`src/rtl/simd_alu_pkg.sv`:
```
package simd_alu_pkg;
    localparam logic [2:0] OP_ADD = 3'd0;
    localparam logic [2:0] OP_SUB = 3'd1;
    localparam logic [2:0] OP_MIN = 3'd2;
    localparam logic [2:0] OP_MAX = 3'd3;
    localparam logic [2:0] OP_ABS = 3'd4;
    localparam logic [2:0] OP_MAC = 3'd5;
endpackage

```
`src/rtl/simd_cut_adder.sv`:
```
// Byte-sliced adder; cut[i]=1 starts a new lane at slice i (carry-in = sub).
module simd_cut_adder #(
    parameter int NB = 8,
    parameter int SW = 8
) (
    input  logic [NB*SW-1:0] x_i,
    input  logic [NB*SW-1:0] y_i,
    input  logic             sub_i,
    input  logic [NB-1:0]    cut_i,
    output logic [NB*SW-1:0] sum_o,
    output logic [NB-1:0]    cout_o
);
    logic [NB-1:0] cin;

    for (genvar i = 0; i < NB; i++) begin : g_slice
        if (i == 0) begin : g_first
            assign cin[i] = sub_i;
        end else begin : g_rest
            assign cin[i] = cut_i[i] ? sub_i : cout_o[i-1];
        end
        assign {cout_o[i], sum_o[i*SW +: SW]} =
            {1'b0, x_i[i*SW +: SW]} + {1'b0, y_i[i*SW +: SW] ^ {SW{sub_i}}} + {{SW{1'b0}}, cin[i]};
    end
endmodule

```
`src/rtl/simd_mac16.sv`:
```
// One signed multiply-accumulate lane with clamping to the lane range.
module simd_mac16 #(
    parameter int MW = 16
) (
    input  logic [MW-1:0] a_i,
    input  logic [MW-1:0] b_i,
    input  logic [MW-1:0] c_i,
    output logic [MW-1:0] r_o,
    output logic          sat_o
);
    localparam int PW = 2*MW + 1;
    localparam logic signed [PW-1:0] HI = PW'((1 <<< (MW-1)) - 1);
    localparam logic signed [PW-1:0] LO = -PW'(1 <<< (MW-1));

    logic signed [2*MW-1:0] prod;
    logic signed [PW-1:0]   total;

    always_comb begin
        prod  = $signed(a_i) * $signed(b_i);
        total = PW'(prod) + PW'($signed(c_i));
        sat_o = 1'b0;
        r_o   = total[MW-1:0];
        if (total > HI) begin
            r_o   = {1'b0, {(MW-1){1'b1}}};
            sat_o = 1'b1;
        end else if (total < LO) begin
            r_o   = {1'b1, {(MW-1){1'b0}}};
            sat_o = 1'b1;
        end
    end
endmodule

```
`src/rtl/simd_alu.sv`:
```
module simd_alu
    import simd_alu_pkg::*;
#(
    parameter int DATA_W = 64,
    parameter int SW     = 8,
    parameter int MW     = 16
) (
    input  logic                            clk,
    input  logic                            rst_n,
    input  logic [DATA_W-1:0]               opa_i,
    input  logic [DATA_W-1:0]               opb_i,
    input  logic [DATA_W-1:0]               acc_i,
    input  logic [$clog2($clog2(DATA_W/SW)+1)-1:0] width_i,
    input  logic [2:0]                      op_i,
    input  logic                            signed_i,
    input  logic                            sat_i,
    output logic [DATA_W-1:0]               result_o,
    output logic [DATA_W/SW-1:0]            satflag_o
);
    localparam int NB    = DATA_W / SW;
    localparam int NMAC  = DATA_W / MW;
    localparam int BPM   = MW / SW;
    localparam int SEL_W = $clog2($clog2(NB) + 1);

    logic [NB-1:0]     lane_m1;
    logic [NB-1:0]     cut;
    logic              sub;
    logic [DATA_W-1:0] add_x, add_y, sum;
    logic [NB-1:0]     cout;
    logic [DATA_W-1:0] alu_res, mac_res, nxt_res;
    logic [NB-1:0]     alu_flag, mac_flag, nxt_flag;

    // registered copy of the controls, used by the checks
    logic [2:0]       q_op;
    logic [SEL_W-1:0] q_width;
    logic             q_signed, q_sat;

    assign lane_m1 = NB'((1 << width_i) - 1);
    assign sub     = (op_i != OP_ADD);
    assign add_x   = (op_i == OP_ABS) ? '0 : opa_i;
    assign add_y   = (op_i == OP_ABS) ? opa_i : opb_i;

    for (genvar i = 0; i < NB; i++) begin : g_cut
        assign cut[i] = ((NB'(i) & lane_m1) == '0);
    end

    simd_cut_adder #(.NB(NB), .SW(SW)) u_add (
        .x_i(add_x), .y_i(add_y), .sub_i(sub), .cut_i(cut),
        .sum_o(sum), .cout_o(cout)
    );

    // per-byte result select using the flags of the lane's top byte
    always_comb begin
        int            t;
        logic          xa, yb, rm, ct, am, ovf_s, uov, lt;
        logic [SW-1:0] ab, bb, sb, hi_lim, lo_lim;
        alu_res  = '0;
        alu_flag = '0;
        for (int i = 0; i < NB; i++) begin
            t      = i | int'(lane_m1);
            xa     = add_x[t*SW + SW-1];
            yb     = add_y[t*SW + SW-1] ^ sub;
            rm     = sum[t*SW + SW-1];
            ct     = cout[t];
            am     = opa_i[t*SW + SW-1];
            ovf_s  = (xa == yb) && (rm != xa);
            uov    = sub ? ~ct : ct;
            lt     = signed_i ? (rm ^ ovf_s) : ~ct;
            ab     = opa_i[i*SW +: SW];
            bb     = opb_i[i*SW +: SW];
            sb     = sum[i*SW +: SW];
            hi_lim = (i == t) ? {1'b0, {(SW-1){1'b1}}} : '1;
            lo_lim = (i == t) ? {1'b1, {(SW-1){1'b0}}} : '0;
            case (op_i)
                OP_ADD, OP_SUB: begin
                    alu_res[i*SW +: SW] = sb;
                    if (sat_i && signed_i && ovf_s) begin
                        alu_res[i*SW +: SW] = xa ? lo_lim : hi_lim;
                        alu_flag[i]         = 1'b1;
                    end else if (sat_i && !signed_i && uov) begin
                        alu_res[i*SW +: SW] = sub ? '0 : '1;
                        alu_flag[i]         = 1'b1;
                    end
                end
                OP_MIN: alu_res[i*SW +: SW] = lt ? ab : bb;
                OP_MAX: alu_res[i*SW +: SW] = lt ? bb : ab;
                OP_ABS: begin
                    alu_res[i*SW +: SW] = ab;
                    if (signed_i && am) begin
                        alu_res[i*SW +: SW] = sb;
                        if (sat_i && ovf_s) begin
                            alu_res[i*SW +: SW] = hi_lim;
                            alu_flag[i]         = 1'b1;
                        end
                    end
                end
                default: ;
            endcase
        end
    end

    for (genvar m = 0; m < NMAC; m++) begin : g_mac
        logic msat;
        simd_mac16 #(.MW(MW)) u_mac (
            .a_i(opa_i[m*MW +: MW]), .b_i(opb_i[m*MW +: MW]), .c_i(acc_i[m*MW +: MW]),
            .r_o(mac_res[m*MW +: MW]), .sat_o(msat)
        );
        assign mac_flag[m*BPM +: BPM] = {BPM{msat}};
    end

    always_comb begin
        nxt_res  = '0;
        nxt_flag = '0;
        if (op_i == OP_MAC) begin
            nxt_res  = mac_res;
            nxt_flag = mac_flag;
        end else if (op_i <= OP_ABS) begin
            nxt_res  = alu_res;
            nxt_flag = alu_flag;
        end
    end

    always_ff @(posedge clk) begin
        if (!rst_n) begin
            result_o  <= '0;
            satflag_o <= '0;
            q_op      <= '0;
            q_width   <= '0;
            q_signed  <= 1'b0;
            q_sat     <= 1'b0;
        end else begin
            result_o  <= nxt_res;
            satflag_o <= nxt_flag;
            q_op      <= op_i;
            q_width   <= width_i;
            q_signed  <= signed_i;
            q_sat     <= sat_i;
        end
    end

    // flags uniform within a lane
    a_r9_flags_w64: assert property (@(posedge clk) disable iff (!rst_n)
        (q_width == SEL_W'(3) && q_op != OP_MAC) |-> (satflag_o == '0 || satflag_o == '1));
    a_r9_flags_w32: assert property (@(posedge clk) disable iff (!rst_n)
        (q_width == SEL_W'(2) && q_op != OP_MAC) |->
        ((satflag_o[3:0] == 4'h0 || satflag_o[3:0] == 4'hF) &&
         (satflag_o[7:4] == 4'h0 || satflag_o[7:4] == 4'hF)));
    a_r9_flags_w16: assert property (@(posedge clk) disable iff (!rst_n)
        (q_width == SEL_W'(1) || q_op == OP_MAC) |->
        (satflag_o[0] == satflag_o[1] && satflag_o[2] == satflag_o[3] &&
         satflag_o[4] == satflag_o[5] && satflag_o[6] == satflag_o[7]));
    // multiply-accumulate pairs bytes regardless of lane width
    a_r8_mac_pairs: assert property (@(posedge clk) disable iff (!rst_n)
        (q_op == OP_MAC && q_width == SEL_W'(0)) |-> (satflag_o[0] == satflag_o[1]));
    // wrapping operations never flag
    a_r3_wrap_noflag: assert property (@(posedge clk) disable iff (!rst_n)
        (!q_sat && q_op != OP_MAC) |-> (satflag_o == '0));
    // min/max never flag
    a_r6_minmax_noflag: assert property (@(posedge clk) disable iff (!rst_n)
        (q_op == OP_MIN || q_op == OP_MAX) |-> (satflag_o == '0));
    // a flagged signed byte add holds a signed limit
    a_r4_byte_limit: assert property (@(posedge clk) disable iff (!rst_n)
        (q_op == OP_ADD && q_width == SEL_W'(0) && q_signed && satflag_o[0]) |->
        (result_o[SW-1:0] == {1'b0, {(SW-1){1'b1}}} || result_o[SW-1:0] == {1'b1, {(SW-1){1'b0}}}));
    // reserved codes give zero
    a_r10_reserved_zero: assert property (@(posedge clk) disable iff (!rst_n)
        (q_op > OP_MAC) |-> (result_o == '0 && satflag_o == '0));
endmodule

```
`config.mk`:
```
export PLATFORM = sky130hd
export DESIGN_NAME = simd_alu
export DESIGN_NICKNAME = d
export VERILOG_FILES = /design/src/rtl/simd_alu_pkg.sv /design/src/rtl/simd_cut_adder.sv /design/src/rtl/simd_mac16.sv /design/src/rtl/simd_alu.sv
export SDC_FILE = /design/constraint.sdc
export NUM_CORES = 2
export LEC_CHECK = 0
export ABC_AREA = 1
export BUFFER_PORTS_ARGS = -buffer_cell sky130_fd_sc_hd__buf_2
export CELL_PAD_IN_SITES_DETAIL_PLACEMENT = 1
export CELL_PAD_IN_SITES_GLOBAL_PLACEMENT = 1
export CORE_UTILIZATION = 45
export CTS_BUF_LIST = sky130_fd_sc_hd__clkbuf_8
export DETAILED_ROUTE_END_ITERATION = 8
export PLACE_DENSITY_LB_ADDON = 0.1
export SETUP_SLACK_MARGIN = 0.2
export SYNTH_ARGS = -nofsm -noshare
export SYNTH_HDL_FRONTEND = slang
export SYNTH_HIERARCHICAL = 1
export SYNTH_SLANG_ARGS = --single-unit
```
`constraint.sdc`:
```
create_clock -name clk -period 19.7 [get_ports clk]
set_clock_uncertainty 0.1 [all_clocks]
set_input_delay 2.955 -clock clk [delete_from_list [all_inputs] [get_ports clk]]
set_output_delay 2.955 -clock clk [all_outputs]
set_load 0.02 [all_outputs]
```
Word-level counts from Yosys, hierarchy flattened
Cells that the tools add are included.

Reduce and logical (&&, ||, !) cells: 61. Equality and inequality tests: 21. Multipliers: 4. Shift-type cells: 1. Muxes and demuxes: 277. Add/subtract/negate cells: 37. Bitwise operators: 32. $lt $le $gt $ge: 25.

Operators with widths (count): 8-bit two-way mux (75); 64-bit two-way mux (4); 8-bit case mux with 4 select lines (8); 1-bit binary-select mux with 6-bit select (32); 1-bit two-way mux (138); 32-bit by 16-bit adder with 33-bit output (4); 33-bit by 16-bit greater-than comparator with 1-bit output, second input constant (4); 33-bit by 16-bit less-than comparator with 1-bit output, second input constant (4); 16-bit by 16-bit multiplier with 32-bit output (4); 16-bit two-way mux (8); 13-bit by 8-bit less-than comparator with 1-bit output, second input constant (8); 12-bit by 1-bit subtractor with 13-bit output, second input constant (8); 11-bit by 4-bit adder with 12-bit output, second input constant (8); 8-bit by 8-bit adder with 9-bit output (8); 9-bit by 1-bit adder with 9-bit output (8); 8-bit by 4-bit less-than comparator with 1-bit output, second input constant (8); 8-bit bitwise XOR (8); 8-bit zero test (7); 1-bit logical AND (42); 32-bit zero test (1); 7-bit zero test (3); 6-bit zero test (3); 1-bit case mux with 2 select lines (8); 1-bit bitwise XOR (16); other kinds (16) (41).

Word-level logic and storage cells: 460. Bits of input ports: 201. Register bits: 72. Output and inout bits: 72.

Logic depth before layout (Yosys ltp)
Depth after elaboration: 30. Mapped depth: 77. Gate-level depth less buffers: 72.

Cells and area by module
The synthesis kept the hierarchy.

Modules (own cells, without submodules): simd_mac16 (g_mac[1].u_mac) (times used 1, seq. area each 0.0 µm², area each 11851.4 µm², cells each 1629); simd_mac16 (g_mac[2].u_mac) (times used 1, seq. area each 0.0 µm², area each 11792.6 µm², cells each 1610); simd_mac16 (g_mac[0].u_mac) (times used 1, seq. area each 0.0 µm², area each 11787.6 µm², cells each 1610); simd_mac16 (g_mac[3].u_mac) (times used 1, seq. area each 0.0 µm², area each 11687.5 µm², cells each 1563); simd_alu (times used 1, seq. area each 1441.4 µm², area each 9770.6 µm², cells each 1899); simd_cut_adder (times used 1, seq. area each 0.0 µm², area each 3734.8 µm², cells each 613).

Least setup slack after synthesis
Ideal clock, no wire load.

Kind: input to register. Start point: in op_i[1]. End point: reg result_o[32]. Data arrival time: 15.083 ns. Stages on the path: 71. Path slack: 4.389 ns. Setup time: 0.128 ns. Path buffers: 5. Data required time: 19.472 ns. Cells stage by stage: nor2_4 -> nand2_4 -> buf_6 -> clkbuf_1 -> buf_2 -> clkbuf_1 -> clkbuf_1 -> o21ai_0 -> xnor2_1 -> fa_1 -> o21ai_2 -> nand3_1 -> nand3_1 -> nand2_1 -> fa_1 -> fa_1 -> o21ai_2 -> nand3_1 -> [35 not listed] -> nand3_1 -> nand2_1 -> nand3_1 -> nand2_1 -> nand2_1 -> nand2_1 -> inv_1 -> o21ai_0 -> o21ai_1 -> nand2_1 -> a21oi_4 -> o22ai_1 -> nand2_1 -> nand2_1 -> nand2_1 -> nand3b_1 -> nor2_1 -> nor2_1.

Elaborated cells on any way between the ends: 75. Those cells by class: add/sub: 16; order compare: 1; eq/ne: 7; mux: 33; bitwise: 11; reduce/logical: 7.

RTL lines: start, declared (RTL line simd_alu.sv:14) `input logic [2:0] op_i,`; 3-bit equality test (*) (RTL line simd_alu.sv:41) `assign add_y = (op_i == OP_ABS) ? opa_i : opb_i;`; 64-bit two-way mux (*) (RTL line simd_alu.sv:41); via add_y[1] (RTL line simd_alu.sv:28) `logic [DATA_W-1:0] add_x, add_y, sum;`; 8-bit bitwise XOR (*) (RTL line simd_cut_adder.sv:22) `{1'b0, x_i[i*SW +: SW]} + {1'b0, y_i[i*SW +: SW] ^ {SW{sub_i}}} + {{SW{1'b0}}, cin[i]};`; 8-bit by 8-bit adder with 9-bit output (*) (RTL line simd_cut_adder.sv:22); 9-bit by 1-bit adder with 9-bit output (*) (RTL line simd_cut_adder.sv:22); 1-bit two-way mux (*) (RTL line simd_cut_adder.sv:19) `assign cin[i] = cut_i[i] ? sub_i : cout_o[i-1];`; 9-bit by 1-bit adder with 9-bit output (*) (RTL line simd_cut_adder.sv:22); [10 not listed]; via cout[6] (RTL line simd_alu.sv:29) `logic [NB-1:0] cout;`; [2 not listed]; via cout[7] (RTL line simd_alu.sv:29); [2 not listed]; 1-bit inverter (RTL line simd_alu.sv:67, simd_alu.sv:68); 1-bit two-way mux (RTL line simd_alu.sv:67) `uov = sub ? ~ct : ct;`; 1-bit logical AND (RTL line simd_alu.sv:80) `end else if (sat_i && !signed_i && uov) begin`; 8-bit two-way mux (RTL line simd_alu.sv:80); 8-bit two-way mux (RTL line simd_alu.sv:77) `if (sat_i && signed_i && ovf_s) begin`; 8-bit case mux with 4 select lines (*) (RTL line simd_alu.sv:74) `case (op_i)`; 64-bit two-way mux (*) (RTL line simd_alu.sv:117) `end else if (op_i <= OP_ABS) begin`; 64-bit two-way mux (*) (RTL line simd_alu.sv:114) `if (op_i == OP_MAC) begin`; end signal, assigned (RTL line simd_alu.sv:132) `result_o <= nxt_res;`; end, declared (RTL line simd_alu.sv:17) `output logic [DATA_W-1:0] result_o,`.

Mark *: on every way through the listed nets, which the timed path passes. The rest lies on a longest branch. The select of a mux whose other input is x is not followed. A chain may end at the register's enable or synchronous reset.

Worst setup path after layout
Start point: in op_i[1]. End point: reg result_o[19].

Elaborated cells on any way between the ends: 75. Those cells by class: add/sub: 16; order compare: 1; eq/ne: 7; mux: 33; bitwise: 11; reduce/logical: 7.

RTL lines: 3-bit equality test (*) (RTL line simd_alu.sv:40) `assign add_x = (op_i == OP_ABS) ? '0 : opa_i;`; 64-bit two-way mux (*) (RTL line simd_alu.sv:40); via add_x[3] (RTL line simd_alu.sv:28); 8-bit by 8-bit adder with 9-bit output (*) (RTL line simd_cut_adder.sv:22); 9-bit by 1-bit adder with 9-bit output (*) (RTL line simd_cut_adder.sv:22); 1-bit two-way mux (*) (RTL line simd_cut_adder.sv:19); 9-bit by 1-bit adder with 9-bit output (*) (RTL line simd_cut_adder.sv:22); 1-bit two-way mux (*) (RTL line simd_cut_adder.sv:19); [9 not listed]; via cout[6] (RTL line simd_alu.sv:29); [2 not listed]; via sum[63] (RTL line simd_alu.sv:28); [3 not listed]; 1-bit inequality test (RTL line simd_alu.sv:66) `ovf_s = (xa == yb) && (rm != xa);`; 1-bit logical AND (RTL line simd_alu.sv:66); 1-bit bitwise XOR or 1-bit logical AND (tied branches) (RTL line simd_alu.sv:68, simd_alu.sv:91); 1-bit two-way mux or 8-bit two-way mux (tied branches) (RTL line simd_alu.sv:68, simd_alu.sv:91); 8-bit two-way mux (on tied branches) (RTL line simd_alu.sv:86, simd_alu.sv:85, simd_alu.sv:89); 8-bit case mux with 4 select lines (*) (RTL line simd_alu.sv:74); 64-bit two-way mux (*) (RTL line simd_alu.sv:117); 64-bit two-way mux (*) (RTL line simd_alu.sv:114).

Marked as above.

==> impl_metrics.yaml <==
run_status:
  status: "finished with violations"
  violations_in_the_final_reports: "DRC"
clock_tree:
  postCtsResizedCells: 0
  ctsRootBufferMaster: "clkbuf_8"
  ctsHoldBuffers: 0
  postCtsSetupRepairBufs: 0
  cts_made_buffers: 9
  count_of_clock_tree_sinks: 72
  clock_path_buffers: 2
  clk_pin_slew_worst_paths_ns: 0.10
  cts_max_level: 3
  cts_tree: "yes"
sta:
  drv_slew: 0
  slew_headroom_pct: 12.75
  finalSetupViolCount: 0
  fin_tns_setup_ns: 0
  min_tclk_post_route_ns: 16.70
  hold_ws_ns: 2.786
  rsz0062_at_grt: "no"
  timing_hold_violations_final: 0
  fmax_mhz: 59.87
  tightestPinTransition_ns: 1.307
  setup_slack_ns: 2.997
  final.period_utilization_pct: 84.79
detailed_routing:
  routed-via-count: 55200
  firstDrtPassIters: 8
  drt-initial-drc-count: 2550
  route.final.wire_length_mm: 202.5
  highest_layer: "met5"
  postRouteAntennaNets: 0
  wire_per_inst_um: 18.97
  detail_route.drc_violations: 76
  met3_length_mm: 8.126
  dr_wl_met2_mm: 101.7
  detail_route.wirelength.met1_mm: 87.22
  viasPerCell: 5.170
die:
  initial_utilization_pct: 45.37
  core-area_mm2: 0.1336
  floorplan.die.width_um: 369.0
  number_of_rows_in_the_core_area: 134
  chipHeight_um: 369.0
  boundaryPins: 273
  floorplan.die_area_mm2: 0.1362
job:
  drv.max_cap_violation_count: 0
setup_path:
  cp_data_arrival_time_ns: 16.91
  critPathKind: "input port to register"
  timing.critical_path.from_type: "input port"
  slowest_stage: "nand2_1"
  cp_data_required_time_ns: 19.91
  crit_fanout: 70
  crit_path_frequent_cell: "nand2_1"
  cp_peak_stage_delay_ns: 0.69
  critical_path.endpoint_type: "register"
global_routing:
  via_count_of_the_first_global_routing_pass: 61220
  grt_overflow_total: 0
  antenna_found_initial: 13
  pin_count_of_the_biggest_net_entering_global_routing: 71
  grt_pass1_wl_mm: 328.6
  global_route.usage.total_pct: 30.57
final_layout:
  fraction_of_final_layout_cells_sized_beyond_drive_strength_1_pct: 6.165
  nNetsFinal: 10660
  layout_commonest_cell: "nand2_1"
  area_growth_pct: 4.374
  final_util_pct: 47.35
  final_cell_mix: "nand2_1, inv_1, fa_1, nor2_1, ha_1"
worst_hold_path:
  worstHoldPathType: "input port to register"
placement:
  dp_hpwl_mm: 166.9
  place.port_buffers: 272
  gp_congestion: 0.8995
  pre_cts_ws_ns: 2.564
yosys:
  syn-mean-instance-area_um2: 6.794
  synthesis.instances: 8923
  post_synth_instance_area_mm2: 0.06062
  ys_warn_count: 6
  postSynthNetCount: 10680
## final timing paths
kind	startpoint	to	slack (ns)	cells after the start
min	rst_n	satflag_o[1]	2.79	3
max	op_i[1]	result_o[19]	3.00	66
## sequential cells by signal, summed over array words and instances, names as in the netlist
register	cells
result_o	64
satflag_o	8
## per-stage QoR
stage          std cells  instance area, µm²
2_1_floorplan       8923               60620
3_3_place_gp       10660               63030
3_5_place_dp       10660               63030
4_1_cts            10670               63260
5_1_grt            10670               63260
6_report           10680               63270
## critical path: cells and delay by family
kind	cells	cell delay (ns)
AO/OA/AOI/OAI	9	1.91
adder cells (fa/ha/maj)	14	5.79
buffers and inverters	3	0.97
AND/OR/NAND/NOR	40	5.23
## area by class of cell
cell class / instances / area [µm²]
Timing Repair Buffer: 319 / 1714
Fill cell: 17730 / 70350
Tap cell: 1768 / 2212
Clock buffer: 12 / 165.2
Multi-Input combinational cell: 6119 / 48730
Clock inverter: 4 / 67.56
Sequential cell: 72 / 1441
Inverter: 2379 / 8932
Antenna cell: 4 / 10.01
## per-layer routing
metal | vias to the layer above | global-route usage (%)
li1 | 25710 | -
met3 | 248 | 2.691
met2 | 1141 | 54.78
met1 | 28090 | 39.20
met4 | 8 | 8.147
met5 | - | 0
Power is not shown: default switching activity piles up to over one toggle a cycle in this logic, so the estimate is an artifact.
